**config.mk**
```make
export PLATFORM = sky130hd
export DESIGN_NAME = stride_prefetcher
export DESIGN_NICKNAME = d
export VERILOG_FILES = /design/src/rtl/stride_prefetcher.sv
export SDC_FILE = /design/constraint.sdc
export NUM_CORES = 1
export LEC_CHECK = 0
export BUFFER_PORTS_ARGS = -buffer_cell sky130_fd_sc_hd__buf_4
export CELL_PAD_IN_SITES_DETAIL_PLACEMENT = 0
export CELL_PAD_IN_SITES_GLOBAL_PLACEMENT = 2
export CORE_MARGIN = 3
export CORE_UTILIZATION = 30
export CTS_CLUSTER_SIZE = 12
export DETAILED_ROUTE_END_ITERATION = 12
export GPL_TIMING_DRIVEN = 0
export PLACE_DENSITY_LB_ADDON = 0.1
export RECOVER_POWER = 100
export SYNTH_ARGS = -nofsm -noshare
export SYNTH_HDL_FRONTEND = slang
export SYNTH_SLANG_ARGS = --single-unit
```
**constraint.sdc**
```tcl
create_clock -name clk -period 7.47 [get_ports clk]
set_input_delay 1.494 -clock clk [delete_from_list [all_inputs] [get_ports clk]]
set_output_delay 1.494 -clock clk [all_outputs]
set_load 0.005 [all_outputs]
```
**src/rtl/stride_prefetcher.sv**
```systemverilog
module stride_prefetcher #(
  parameter int ADDR_W      = 32,
  parameter int REGION_BITS = 12,
  parameter int N_ENG       = 2,
  parameter int Q_DEPTH     = 4,
  localparam int LINE_BITS  = 6,
  localparam int LW         = REGION_BITS - LINE_BITS,
  localparam int TW         = ADDR_W - REGION_BITS,
  localparam int IW         = (N_ENG > 1) ? $clog2(N_ENG) : 1,
  localparam int QW         = (Q_DEPTH > 1) ? $clog2(Q_DEPTH) : 1
) (
  input  logic              clk,
  input  logic              rst_n,
  input  logic              cfg_en,
  input  logic [4:0]        cfg_init_dist,
  input  logic [4:0]        cfg_max_l1,
  input  logic [4:0]        cfg_max_dist,
  input  logic [QW-1:0]     cfg_q_depth,
  input  logic              dem_valid,
  input  logic [ADDR_W-1:0] dem_addr,
  output logic              out_valid,
  input  logic              out_ready,
  output logic [ADDR_W-1:0] out_addr,
  output logic              out_l2
);
  typedef enum logic [1:0] {E_IDLE, E_ONE, E_TWO, E_RUN} eng_st_t;

  eng_st_t           st     [N_ENG];
  logic [TW-1:0]     tag    [N_ENG];
  logic [LW-1:0]     prev   [N_ENG];
  logic signed [LW:0] stride[N_ENG];
  logic [LW-1:0]     tail   [N_ENG];
  logic [4:0]        ahead  [N_ENG];
  logic [4:0]        tgt    [N_ENG];
  logic [IW-1:0]     age    [N_ENG];
  logic [LW+1:0]     nxt    [N_ENG];

  logic [TW-1:0]     q_tag  [Q_DEPTH];
  logic [LW-1:0]     q_line [Q_DEPTH];
  logic              q_l2   [Q_DEPTH];
  logic [QW-1:0]     q_rd, q_wr;
  logic [QW:0]       q_cnt;

  logic [TW-1:0] dem_tag;
  logic [LW-1:0] dem_line;
  assign dem_tag  = dem_addr[ADDR_W-1:REGION_BITS];
  assign dem_line = dem_addr[REGION_BITS-1:LINE_BITS];

  logic          any_hit, any_free, any_ok;
  logic [IW-1:0] hit_idx, free_idx, lru_idx, sel;
  always_comb begin
    any_hit = 1'b0; any_free = 1'b0; any_ok = 1'b0;
    hit_idx = '0; free_idx = '0; lru_idx = '0; sel = '0;
    for (int i = N_ENG - 1; i >= 0; i--) begin
      nxt[i] = {2'b00, tail[i]} + {stride[i][LW], stride[i]};
      if (st[i] != E_IDLE && tag[i] == dem_tag) begin any_hit = 1'b1; hit_idx = IW'(i); end
      if (st[i] == E_IDLE) begin any_free = 1'b1; free_idx = IW'(i); end
      if (age[i] == IW'(N_ENG - 1)) lru_idx = IW'(i);
      if (st[i] == E_RUN && ahead[i] < tgt[i] && nxt[i][LW+1:LW] == 2'b00) begin
        any_ok = 1'b1; sel = IW'(i);
      end
    end
  end

  logic [IW-1:0]      touch;
  logic signed [LW:0] diff;
  logic [4:0]         tgt_new;
  logic               push, pop;
  assign touch   = any_hit ? hit_idx : (any_free ? free_idx : lru_idx);
  assign diff    = $signed({1'b0, dem_line}) - $signed({1'b0, prev[hit_idx]});
  assign tgt_new = (cfg_init_dist < cfg_max_dist) ? cfg_init_dist : cfg_max_dist;
  assign push    = cfg_en && !dem_valid && any_ok && (q_cnt <= {1'b0, cfg_q_depth});
  assign out_valid = (q_cnt != '0);
  assign out_addr  = {q_tag[q_rd], q_line[q_rd], {LINE_BITS{1'b0}}};
  assign out_l2    = q_l2[q_rd];
  assign pop       = out_valid && out_ready;

  always_ff @(posedge clk) begin
    if (!rst_n || !cfg_en) begin
      q_rd <= '0; q_wr <= '0; q_cnt <= '0;
      for (int i = 0; i < N_ENG; i++) begin
        st[i] <= E_IDLE;
        if (!rst_n) begin
          tag[i] <= '0; prev[i] <= '0; stride[i] <= '0; tail[i] <= '0;
          ahead[i] <= '0; tgt[i] <= '0; age[i] <= IW'(i);
        end
      end
      if (!rst_n)
        for (int j = 0; j < Q_DEPTH; j++) begin q_tag[j] <= '0; q_line[j] <= '0; q_l2[j] <= 1'b0; end
    end else begin
      if (push) begin
        q_tag[q_wr]  <= tag[sel];
        q_line[q_wr] <= nxt[sel][LW-1:0];
        q_l2[q_wr]   <= ({1'b0, ahead[sel]} + 6'd1) > {1'b0, cfg_max_l1};
        q_wr         <= (q_wr == QW'(Q_DEPTH - 1)) ? '0 : q_wr + 1'b1;
        tail[sel]    <= nxt[sel][LW-1:0];
        ahead[sel]   <= ahead[sel] + 5'd1;
      end
      if (pop) q_rd <= (q_rd == QW'(Q_DEPTH - 1)) ? '0 : q_rd + 1'b1;
      q_cnt <= q_cnt + (QW+1)'(push) - (QW+1)'(pop);
      if (dem_valid) begin
        for (int i = 0; i < N_ENG; i++)
          if (IW'(i) == touch) age[i] <= '0;
          else if (age[i] < age[touch]) age[i] <= age[i] + 1'b1;
        if (!any_hit) begin
          st[touch] <= E_ONE; tag[touch] <= dem_tag; prev[touch] <= dem_line;
        end else begin
          case (st[hit_idx])
            E_ONE: if (diff != 0) begin
              stride[hit_idx] <= diff; prev[hit_idx] <= dem_line; st[hit_idx] <= E_TWO;
            end
            E_TWO: if (diff == stride[hit_idx]) begin
              st[hit_idx] <= E_RUN; prev[hit_idx] <= dem_line; tail[hit_idx] <= dem_line;
              ahead[hit_idx] <= '0; tgt[hit_idx] <= tgt_new;
            end else if (diff != 0) begin
              stride[hit_idx] <= diff; prev[hit_idx] <= dem_line;
            end
            E_RUN: if (diff == stride[hit_idx]) begin
              prev[hit_idx] <= dem_line;
              if (ahead[hit_idx] == '0) tail[hit_idx] <= dem_line;
              else ahead[hit_idx] <= ahead[hit_idx] - 5'd1;
            end else begin
              st[hit_idx] <= E_ONE; prev[hit_idx] <= dem_line;
            end
            default: ;
          endcase
        end
      end
    end
  end
endmodule

```
==> metrics.md <==
| Metric | Value |
|---|---|
| CP startpoint kind | input port |
| Cell mode on critical path | clkbuf_1 |
| Final min period | 7080 ps |
| WP buf/inv | 5 |
| Cells on worst reg2reg path | 18 |
| Drt drc | 0 |
| Fin. Hold Viols | 0 |
| Slowest cell delay on critical path | 680 ps |
| Sw frac | 24.2% |
| Setup violators final | 0 |
| Initial core utilization | 30.8% |
| GP Congestion | 0.779 |
| Synth Area in Simple Gates | 14.4% |
| Slowest CP cell | or4_1 |
| Slew Viols, Final | 11 |
| Hold Path Class | flop to flop |
| Hold path depth | 2 |
| Mapped Cells | 988 |
| Die area | 42700 µm² |
| Total Routing Usage GR | 16.3% |
| Worst rel slew slack | -10.1% |
| CTS root buf | clkbuf_16 |
| Maximum vdd drop | 0.000160 V |
| Largest family of logic cells by synthesized area | simple AND/OR/NAND/NOR gates |
| Drt wl/cell | 21.2 µm |
| Clock power frac | 42.4% |
| Crit path DAT | 7250 ps |
| P_leak | 0.00522 µW |
| Multi-input logic area | 5160 µm² |
| Final setup TNS | 0 ps |
| Starting DRT DRC Count | 485 |
| Power per cell area | 215 nW/µm² |
| Die span in x | 207 µm |
| Part of the cycle the worst path needs | 94.8% |
| RSZ-0062 raised after global routing | no |
| Mux share of post-synthesis cell area | 9.07% |
| Status | finished, violations left |
| Post-Place Cells | 1589 |
| Sequential fraction of design power | 47.3% |
| Layout cell share with drive strength beyond 1 | 15.3% |
| Dpl hpwl | 25.7 mm |
| Top_reg_cell synth | edfxtp_1 |
| CTS buffer count | 27 |
| Highest clock rate | 141 MHz |
| Commonest cells after routing, fill and taps aside | 212 x edfxtp_1, 147 x nor2_1, 51 x buf_4, 48 x clkbuf_1 |
| Clk_skew | 13.3 ps |
| CTS HTree Levels | 1 |
| Yosys reg bits | 221 |
| Post-route insts no fill | 1634 |
| Core ar. | 39200 µm² |
| Pre-antenna DRT Iters | 5 |
| I/O Buffers | 75 |
| Xor/xnor share of the synthesized area | 5.24% |
| Clk sink count | 221 |
| Drt total wl | 34.6 mm |
| Synth warn | 0 |
| Worst path required time | 7640 ps |
| Cell Area, Synth | 12100 µm² |
| Clock slew at reported path FFs | 60 ps |
| Number of synthesized flops with an enable pin | 212 |
| Int Pwr | 2300 µW |
| Congestion Overflow GR | 0 |
| WP depth | 19 |
| NumNets Final | 1201 |
| Commonest non-fill, non-tap cell in the layout | edfxtp_1 |
| Post-synthesis sequential area ratio | 54.2% |
| Clock latency on the worst-skew pair | 550 ps |
| Synth area leader | edfxtp_1 |
| Comb pwr share | 10.3% |
| CP Max Fanout | 10 |
| Share of the synthesized area in the top cell type | 52.7% |
| Post-synthesis adder-cell area fraction | 5.12% |
| Post-synth ARST share | 0% |
| First-pass GRT wire length | 52.1 mm |
| Ant. Diodes | 0 |
| # fillers | 3880 |
| Core Util, Final | 36.0% |
| Hold Buf Count CTS | 0 |
| Number of global-route vias before repair | 8257 |
| Die height | 207 µm |
| Worst-path cell chain | clkbuf_1 -> xnor2_1 -> nand4_1 -> or4_1 -> o211a_1 -> buf_6 -> clkbuf_1 -> mux2i_1 -> ha_1 -> clkbuf_1 -> or2_0 -> o22ai_1 -> xnor3_1 -> nor3_1 -> nand4_1 -> a221oi_4 -> nand2_4 -> buf_6 -> o211ai_1 |
| CP Capture Type | flop |
| CTS tree | done |
| Net Switching | 734 µW |
| Largest net degree at the start of global routing | 28 |
| Failing checks | max-capacitance violations, max-slew violations |
| Num rows | 72 |
| Count of cell types in the netlist | 80 |
| Antenna violations before repair | 1 |
| Max-cap violations | 1 |
| Number of routed nets with antenna violations | 0 |
| Longest Clk Path Bufs | 3 |
| Sequential cell area | 6550 µm² |
| Area Overhead vs Synth | 16.8% |
| DR vias | 8176 |
| Avg Cell Area, Syn | 12.2 µm² |
| Top cells by area, synth | edfxtp_1 53%, mux4_2 5.0%, nor2_1 4.6% |
| Post-synthesis compound-gate area fraction | 8.84% |
| Via density | 5.00 |
| I/O pin total | 88 |
| Register-to-Register Setup Slack | 1080 ps |
| Kind of critical path | input port to flop |
| Worst Tran Pin Value | 1630 ps |
| Crit path max-delay family | compound AO/OA/AOI/OAI gates |
[worst reg2reg max path, delay by kind of cell (launching register included)]
| family | cells | cell delay [ps] |
|---|---|---|
| buf+inv | 4 | 1140 |
| mux | 1 | 210 |
| fa+ha+maj | 1 | 220 |
| xor+xnor | 2 | 550 |
| compound gates | 4 | 2000 |
| flops | 1 | 400 |
| simple gates | 6 | 1520 |
[synth_stat cells (7+ instances only)]
| library cell | count |
|---|---|
| a21o_1 | 7 |
| a21oi_1 | 41 |
| and2_1 | 24 |
| and3_1 | 23 |
| clkbuf_1 | 26 |
| dfxtp_1 | 9 |
| edfxtp_1 | 212 |
| ha_1 | 43 |
| inv_1 | 39 |
| mux2i_1 | 43 |
| mux4_2 | 27 |
| nand2_1 | 33 |
| nand2b_1 | 9 |
| nand3_1 | 26 |
| nand4_1 | 13 |
| nor2_1 | 147 |
| nor2b_1 | 7 |
| nor3_1 | 28 |
| o211ai_1 | 8 |
| o21ai_0 | 18 |
| o32ai_1 | 9 |
| xnor2_1 | 32 |
| xor2_1 | 30 |
[per-layer routing]
layer | wire [µm] | vias up | part of all wire, % | global-route usage [%]
li1 | - | 3910 | - | -
met3 | 1350 | 44 | 3.9 | 2.20
met2 | 15700 | 160 | 45 | 25.7
met4 | 654 | 0 | 1.9 | 3.47
met1 | 16900 | 4062 | 49 | 24.2
met5 | 0 | - | 0 | 0
[logic make-up after synthesis]
family / Yosys count
buf+inv: 82
simple gates: 351
fa+ha+maj: 47
other cells: 1
xor+xnor: 66
flops: 221
mux: 75
compound gates: 145
[flip-flops by register name, indices dropped and copies added, names as in the netlist, named ones only]
name    flops
age         2
ahead      10
prev       12
q_cnt       3
q_l2        4
q_line     24
q_rd        2
q_tag      80
q_wr        2
st          4
stride     14
tag        40
tail       12
tgt        10
[worst paths after layout]
kind | from | end
setup / recovery | dem_addr[30] | tail[1][1]
hold / removal | q_rd[1] | q_rd[1]
setup reg to reg | tag[1][6] | tail[1][1]
hold reg to reg | q_rd[1] | q_rd[1]
[repair_timing]
action	in CTS	in global routing
resized for setup	0	3
buffers inserted	0	0
endpoints found under the hold margin	0	0
setup endpoints to repair	0	25
[area by class of cell]
cell class                      count  share of cell area, %
Buffer                             43                   1.42
Clock buffer                       35                   5.07
Clock inverter                     10                  0.958
Inverter                           39                   1.04
Multi-Input combinational cell    690                   36.6
Sequential cell                   221                   46.4
Tap cell                          518                   4.60
Timing Repair Buffer               78                   3.89
[per-stage QoR]
stage	hold WS [ps]	setup WS (ps)	power (µW)	instance area, µm²
after global placement	495	-482	1780	13300
after floorplan	454	1320	1640	12100
after CTS	514	136	3070	14200
final	517	391	3030	14100
after detailed placement	506	-422	1780	13400
after global routing	535	51.3	3140	14100
[power by group through the flow]
stage	Clock (µW)	Sequential (µW)	Combinational [µW]
after floorplan	0	1450	196
after global placement	0	1460	321
after detailed placement	0	1460	322
after CTS	1320	1430	324
after global routing	1360	1440	345
final	1290	1430	313
(Power assumes the default switching activity.)
